### src/rtl/lea_pkg.sv
package lea_pkg;

    parameter int XLEN   = 64;
    parameter int IDX_W  = 5;
    parameter int DISP_W = 16;
    parameter int WS_LOW = 2;   // low bits cleared in word-scaled format
    parameter int QS_LOW = 4;   // low bits cleared in 16-byte-scaled format

    typedef enum logic [1:0] {
        FMT_DISP  = 2'd0,
        FMT_WSCL  = 2'd1,
        FMT_QSCL  = 2'd2,
        FMT_INDEX = 2'd3
    } fmt_e;

    typedef struct packed {
        logic [XLEN-1:0] ea;
        logic            wb_en;
        logic            bad;
    } lea_res_t;

    function automatic logic [XLEN-1:0] sext_disp(input logic [DISP_W-1:0] v);
        return {{(XLEN-DISP_W){v[DISP_W-1]}}, v};
    endfunction

    function automatic logic [DISP_W-1:0] clear_low(input logic [DISP_W-1:0] v,
                                                    input int unsigned  n);
        logic [DISP_W-1:0] m;
        m = '1;
        m = m << n;
        return v & m;
    endfunction

endpackage

### src/rtl/lea_base_sel.sv
module lea_base_sel
    import lea_pkg::*;
(
    input  logic             upd_i,
    input  logic [IDX_W-1:0] ra_idx_i,
    input  logic [XLEN-1:0]  ra_val_i,
    output logic [XLEN-1:0]  base_o
);
    logic zero_base;

    // Literal zero only for non-update forms naming index 0
    assign zero_base = !upd_i && (ra_idx_i == '0);

    always_comb begin
        base_o = zero_base ? '0 : ra_val_i;
    end
endmodule

### src/rtl/lea_offset_gen.sv
module lea_offset_gen
    import lea_pkg::*;
(
    input  fmt_e              fmt_i,
    input  logic [DISP_W-1:0] disp_i,
    input  logic [XLEN-1:0]   rb_val_i,
    output logic [XLEN-1:0]   off_o
);
    logic [DISP_W-1:0] ws_field;
    logic [DISP_W-1:0] qs_field;

    assign ws_field = clear_low(disp_i, WS_LOW);
    assign qs_field = clear_low(disp_i, QS_LOW);

    always_comb begin
        unique case (fmt_i)
            FMT_DISP:  off_o = sext_disp(disp_i);
            FMT_WSCL:  off_o = sext_disp(ws_field);
            FMT_QSCL:  off_o = sext_disp(qs_field);
            default:   off_o = rb_val_i;
        endcase
    end

    always_comb begin
        if (fmt_i == FMT_WSCL)
            assert (off_o[WS_LOW-1:0] == '0) else $error("AST_WS_ALIGN");
        if (fmt_i == FMT_QSCL)
            assert (off_o[QS_LOW-1:0] == '0) else $error("AST_QS_ALIGN");
    end
endmodule

### src/rtl/lea_form_check.sv
module lea_form_check
    import lea_pkg::*;
(
    input  logic             upd_i,
    input  logic [IDX_W-1:0] rt_idx_i,
    input  logic [IDX_W-1:0] ra_idx_i,
    output logic             bad_o,
    output logic             wb_o
);
    logic idx_zero;
    logic idx_alias;

    assign idx_zero  = (ra_idx_i == '0);
    assign idx_alias = (ra_idx_i == rt_idx_i);

    always_comb begin
        bad_o = upd_i && (idx_zero || idx_alias);
        wb_o  = upd_i && !bad_o;
    end
endmodule

### src/rtl/lea_unit.sv
module lea_unit
    import lea_pkg::*;
#(
    parameter bit REG_OUT = 1'b1
)(
    input  logic              clk,
    input  logic              rst,
    input  logic              in_valid_i,
    input  logic [1:0]        form_i,
    input  logic              upd_i,
    input  logic [IDX_W-1:0]  rt_idx_i,
    input  logic [IDX_W-1:0]  ra_idx_i,
    input  logic [XLEN-1:0]   ra_val_i,
    input  logic [XLEN-1:0]   rb_val_i,
    input  logic [DISP_W-1:0] disp_i,
    output logic              out_valid_o,
    output logic [XLEN-1:0]   ea_o,
    output logic              wb_en_o,
    output logic              bad_form_o
);
    fmt_e            fmt;
    logic [XLEN-1:0] base;
    logic [XLEN-1:0] offset;
    logic            bad_c;
    logic            wb_c;
    lea_res_t        res_c;

    assign fmt = fmt_e'(form_i);

    lea_base_sel u_base (
        .upd_i    (upd_i),
        .ra_idx_i (ra_idx_i),
        .ra_val_i (ra_val_i),
        .base_o   (base)
    );

    lea_offset_gen u_off (
        .fmt_i    (fmt),
        .disp_i   (disp_i),
        .rb_val_i (rb_val_i),
        .off_o    (offset)
    );

    lea_form_check u_chk (
        .upd_i    (upd_i),
        .rt_idx_i (rt_idx_i),
        .ra_idx_i (ra_idx_i),
        .bad_o    (bad_c),
        .wb_o     (wb_c)
    );

    // Modulo 2^XLEN sum, carry discarded
    always_comb begin
        res_c.ea    = base + offset;
        res_c.wb_en = in_valid_i && wb_c;
        res_c.bad   = in_valid_i && bad_c;
    end

    generate
        if (REG_OUT) begin : g_reg
            lea_res_t res_q;
            logic     vld_q;

            always_ff @(posedge clk) begin
                if (rst) begin
                    res_q <= '0;
                    vld_q <= 1'b0;
                end else begin
                    vld_q       <= in_valid_i;
                    res_q.wb_en <= res_c.wb_en;
                    res_q.bad   <= res_c.bad;
                    if (in_valid_i)
                        res_q.ea <= res_c.ea;
                end
            end

            assign out_valid_o = vld_q;
            assign ea_o        = res_q.ea;
            assign wb_en_o     = res_q.wb_en;
            assign bad_form_o  = res_q.bad;

            AST_WB_LEGAL: assert property (@(posedge clk) disable iff (rst)
                wb_en_o |-> ($past(upd_i) && $past(ra_idx_i) != '0
                             && $past(ra_idx_i) != $past(rt_idx_i)));
            AST_BAD_NEEDS_UPD: assert property (@(posedge clk) disable iff (rst)
                bad_form_o |-> $past(upd_i));
            AST_WB_BAD_EXCL: assert property (@(posedge clk) disable iff (rst)
                !(wb_en_o && bad_form_o));
            AST_FLAGS_NEED_VALID: assert property (@(posedge clk) disable iff (rst)
                (wb_en_o || bad_form_o) |-> out_valid_o);
            AST_VALID_ORIGIN: assert property (@(posedge clk) disable iff (rst)
                $rose(out_valid_o) |-> $past(in_valid_i));
            AST_ZERO_BASE_INDEX: assert property (@(posedge clk) disable iff (rst)
                (out_valid_o && $past(form_i == 2'(FMT_INDEX) && !upd_i && ra_idx_i == '0))
                |-> (ea_o == $past(rb_val_i)));
            AST_QS_ZERO_BASE: assert property (@(posedge clk) disable iff (rst)
                (out_valid_o && $past(form_i == 2'(FMT_QSCL) && !upd_i && ra_idx_i == '0))
                |-> (ea_o[QS_LOW-1:0] == '0));
        end else begin : g_comb
            assign out_valid_o = in_valid_i;
            assign ea_o        = res_c.ea;
            assign wb_en_o     = res_c.wb_en;
            assign bad_form_o  = res_c.bad;
        end
    endgenerate
endmodule

### config.mk
export PLATFORM = sky130hd
export DESIGN_NAME = lea_unit
export DESIGN_NICKNAME = d
export VERILOG_FILES = /design/src/rtl/lea_pkg.sv /design/src/rtl/lea_base_sel.sv /design/src/rtl/lea_offset_gen.sv /design/src/rtl/lea_form_check.sv /design/src/rtl/lea_unit.sv
export SDC_FILE = /design/constraint.sdc
export NUM_CORES = 1
export LEC_CHECK = 0
export ABC_CLOCK_PERIOD_IN_PS = 5900
export BUFFER_PORTS_ARGS = -buffer_cell sky130_fd_sc_hd__buf_2
export CORE_ASPECT_RATIO = 1.2
export CORE_UTILIZATION = 53
export CTS_BUF_LIST = sky130_fd_sc_hd__clkbuf_8
export DETAILED_ROUTE_END_ITERATION = 8
export PLACE_DENSITY_LB_ADDON = 0.15
export SETUP_SLACK_MARGIN = 0.3
export SYNTH_ARGS = -nofsm -noshare
export SYNTH_HDL_FRONTEND = slang
export SYNTH_SLANG_ARGS = --single-unit
export TNS_END_PERCENT = 5
### constraint.sdc
create_clock -name clk -period 5.9 [get_ports clk]
set_input_delay 1.18 -clock clk [delete_from_list [all_inputs] [get_ports clk]]
set_output_delay 1.18 -clock clk [all_outputs]
set_load 0.01 [all_outputs]
==> key figures <==
Run status
  – Result of the run: completed

Floorplanning
  – Die Span X: roughly 110 um
  – Chip Height: about 130 um
  – Top Ports: 227
  – Core box area: ~13000 um^2
  – Starting Density: between 50% and 60%
  – Num rows: 46
  – Die area: roughly 14000 um^2

Yosys
  – Post-synth top flop: dfxtp_1
  – Mapped Avg Cell Area: 7.76 um^2
  – Mapped Area: ~7000 um^2
  – Synth Instances: ~900
  – EDFF count, synth: 0
  – Post-synthesis sequential area ratio: 18.7%
  – Yosys warnings: 0
  – Synth async-reset ratio: 0%
  – FF+latch count, synth: 67
  – Largest area contributor in the netlist: dfxtp_1
  – Area share of the largest cell type after synthesis: 18.7%
  – Synth Net Count: approximately 1200
  – Distinct cells, synth: 80
  – Largest cells by area after synthesis: dfxtp_1 (19%), ha_1 (11%), a21o_1 (8.7%)

Clocking
  – Hold buffer count at CTS: 0
  – Reg clk slew, reported paths: 0.08 ns
  – Worst-Skew Late Latency: approximately 0.36 ns
  – PostCTS Resize Cnt: 0
  – CTS tree: built
  – Postcts setup bufs: 0
  – CTS sink cnt: 67
  – Root buf cell: clkbuf_8
  – CTS Buf Count: 9
  – Maximum root-to-sink buffer count: 2
  – # H-tree levels: 3

Detailed routing
  – Pre-antenna DRT Iters: 6
  – Vias/cell: just under 6
  – WL/cell: around 16 um
  – Routed WL: 21.1 mm
  – Routed Antenna Nets: 0
  – DR vias: roughly 7600
  – Initial DRC count: 400
  – DRC Markers: 0

Pwr
  – Internal power: between 1000 and 1500 uW
  – Combinational share of power: slightly below 50%
  – Sw power: 736 uW
  – Clock share of power: 22.0%
  – VDD IR max: 121 uV
  – Sw Ratio: between 40% and 50%
  – Cell Pwr Density: roughly 220 nW/um^2
  – Final Power: 1830 uW
  – Lkg Pwr: between 0.004 and 0.005 uW
  – Sequential Power Share: roughly 30%

Global routing
  – Global-route wire length before repair: 33.2 mm
  – Vias in the first global route: roughly 7000
  – Largest net degree at the start of global routing: 67
  – Global route total overflow: 0
  – Antenna violations before repair: 0
  – Tot GR Track Use: between 20% and 30%

Critical path
  – Worst Setup SP: form_i[1]
  – CP cell instances: buf_2 > and2_2 > nor2b_4 > a21o_1 > ha_1 > nand2_1 > nor4_1 > o2111ai_1 > o211ai_4 > a21oi_2 > o31ai_2 > a21oi_2 > nor4_4 > mux2i_1 > or2_1
  – Crit Path Class: in2reg
  – Cells on worst reg2reg path: 2
  – Crit path launch type: primary input
  – Reg-to-Reg Start: ea_o[28]$_SDFFE_PP0P_
  – R2r endpoint: ea_o[28]$_SDFFE_PP0P_
  – Worst Setup EP: ea_o[60]$_SDFFE_PP0P_
  – Worst path most repeated cell: a21oi_2
  – Crit path max fanout: 34
  – CP arrival: about 5.3 ns
  – Slowest cell on crit path: and2_2
  – WP data required: between 6 and 7 ns
  – Flop2flop setup slack: between 5 and 6 ns
  – Nature of the critical path endpoint: flop
  – CP max stage delay: approximately 0.66 ns

STA
  – Worst-Margin Slew: about 0.78 ns
  – Final Hold Fails: 0
  – FMAX: between 150 and 200 MHz
  – Fin crit share: between 80% and 90%
  – Pins Over Slew Limit: 0
  – Final worst clock skew: 0 ns
  – RSZ-0062 raised after global routing: false
  – Setup TNS: 0 ns
  – Slew margin rel.: about half
  – Fin crit period: just over 5 ns
  – Final setup fails: 0

Placed design
  – Placed Cells: 1270
  – Port Buffers: between 200 and 250
  – Dpl cell area: slightly above 8000 um^2
  – GP Congestion: around 0.89
  – Final HPWL DP: roughly 16 mm

Finish
  – Final nets: between 1000 and 1500
  – Ant diodes: 0
  – Fin util: about 64%
  – Most common cell after layout, fill and taps aside: buf_2
  – Final std cell area, no fill: 8500 um^2
  – Leading cell types in the layout, fill and taps excluded: buf_2 (226), a21o_1 (83), nor2_1 (82)
  – Layout cell share with drive strength beyond 1: 25.6%
  – Fin cells: approximately 1300
  – Synth-to-Final Area Change: 18.2%

Hold path
  – Worst min-delay path class: reg2reg

Flow run
  – Max-cap violations: 0
power groups by stage:
stage	sequential [uW]	clock (uW)	combinational, uW
after floorplan	578	0	604
after global placement	553	0	869
after detailed placement	553	0	873
after CTS	543	413	880
after global routing	549	426	972
final	544	402	885
critical path, delay by kind of cell:
| family | cells | cell delay (ns) |
|---|---|---|
| simple gates | 6 | 2.03 |
| fa+ha+maj | 1 | 0.40 |
| compound gates | 6 | 1.51 |
| buf+inv | 1 | 0.10 |
| mux | 1 | 0.10 |
state kept, by name (all words and copies together) (netlist names):
| register | flops |
|---|---|
| wb_en_o | 1 |
| ea_o | 64 |
| out_valid_o | 1 |
| bad_form_o | 1 |
synth_stat cells (19+ instances only):
cell and n:
ha_1 63, a21o_1 83, a21oi_1 69, o21ai_0 38, xor2_1 24, nor2_1 82, nand4_1 19, xnor2_1 28
dfxtp_1 67, nand2_1 65, nor2b_1 73, mux2i_1 33, clkbuf_1 35
per-stage QoR:
| stage | hold WS [ns] | worst slack [ns] |
|---|---|---|
| 6_report | 0.451 | 0.817 |
| 5_1_grt | 0.494 | 0.476 |
| 4_1_cts | 0.451 | 0.866 |
| 3_5_place_dp | 0.438 | 0.487 |
| 3_3_place_gp | 0.433 | 0.531 |
| 2_1_floorplan | 0.470 | 0.764 |
logic make-up (layout without fill, tap and decap cells):
| group | count (synthesis) | after routing | share of synthesized area, % |
|---|---|---|---|
| XOR/XNOR | 52 | 52 | 6.33 |
| flip-flops | 67 | 67 | 18.7 |
| adder cells (fa/ha/maj) | 64 | 64 | 11.2 |
| AND/OR/NAND/NOR | 319 | 319 | 22.8 |
| multiplexers | 44 | 44 | 6.32 |
| AO/OA/AOI/OAI | 305 | 305 | 29.5 |
| buffers and inverters | 76 | 267 | 5.17 |
area by class of cell:
class                   instances  area [um^2]
well taps                     168          210
inverters                      18         67.6
flip-flops and latches         67         1340
clock buffers                  10          138
repair buffers                233         1200
multi-input cells             784         5490
fillers                      1235         4740
clock inverters                 6         57.6
worst min-delay path by stage:
stage / startpoint / endpoint / cells past startpoint
CTS: ea_o[58]$_SDFFE_PP0P_ / ea_o[58]$_SDFFE_PP0P_ / 2
global placement: ea_o[29]$_SDFFE_PP0P_ / ea_o[29]$_SDFFE_PP0P_ / 2
finish: ea_o[58]$_SDFFE_PP0P_ / ea_o[58]$_SDFFE_PP0P_ / 2
global route: ea_o[24]$_SDFFE_PP0P_ / ea_o[24]$_SDFFE_PP0P_ / 2
detailed placement: ea_o[58]$_SDFFE_PP0P_ / ea_o[58]$_SDFFE_PP0P_ / 2
floorplan: ea_o[58]$_SDFFE_PP0P_ / ea_o[58]$_SDFFE_PP0P_ / 2
routing by layer:
| layer | track usage (%) | part of all wire [%] |
|---|---|---|
| met5 | 0 | 0 |
| met4 | 12.8 | 3.8 |
| met3 | 4.93 | 6.6 |
| met2 | 53.0 | 49 |
| met1 | 35.1 | 41 |
No activity file was read; power rests on OpenSTA's default activity.
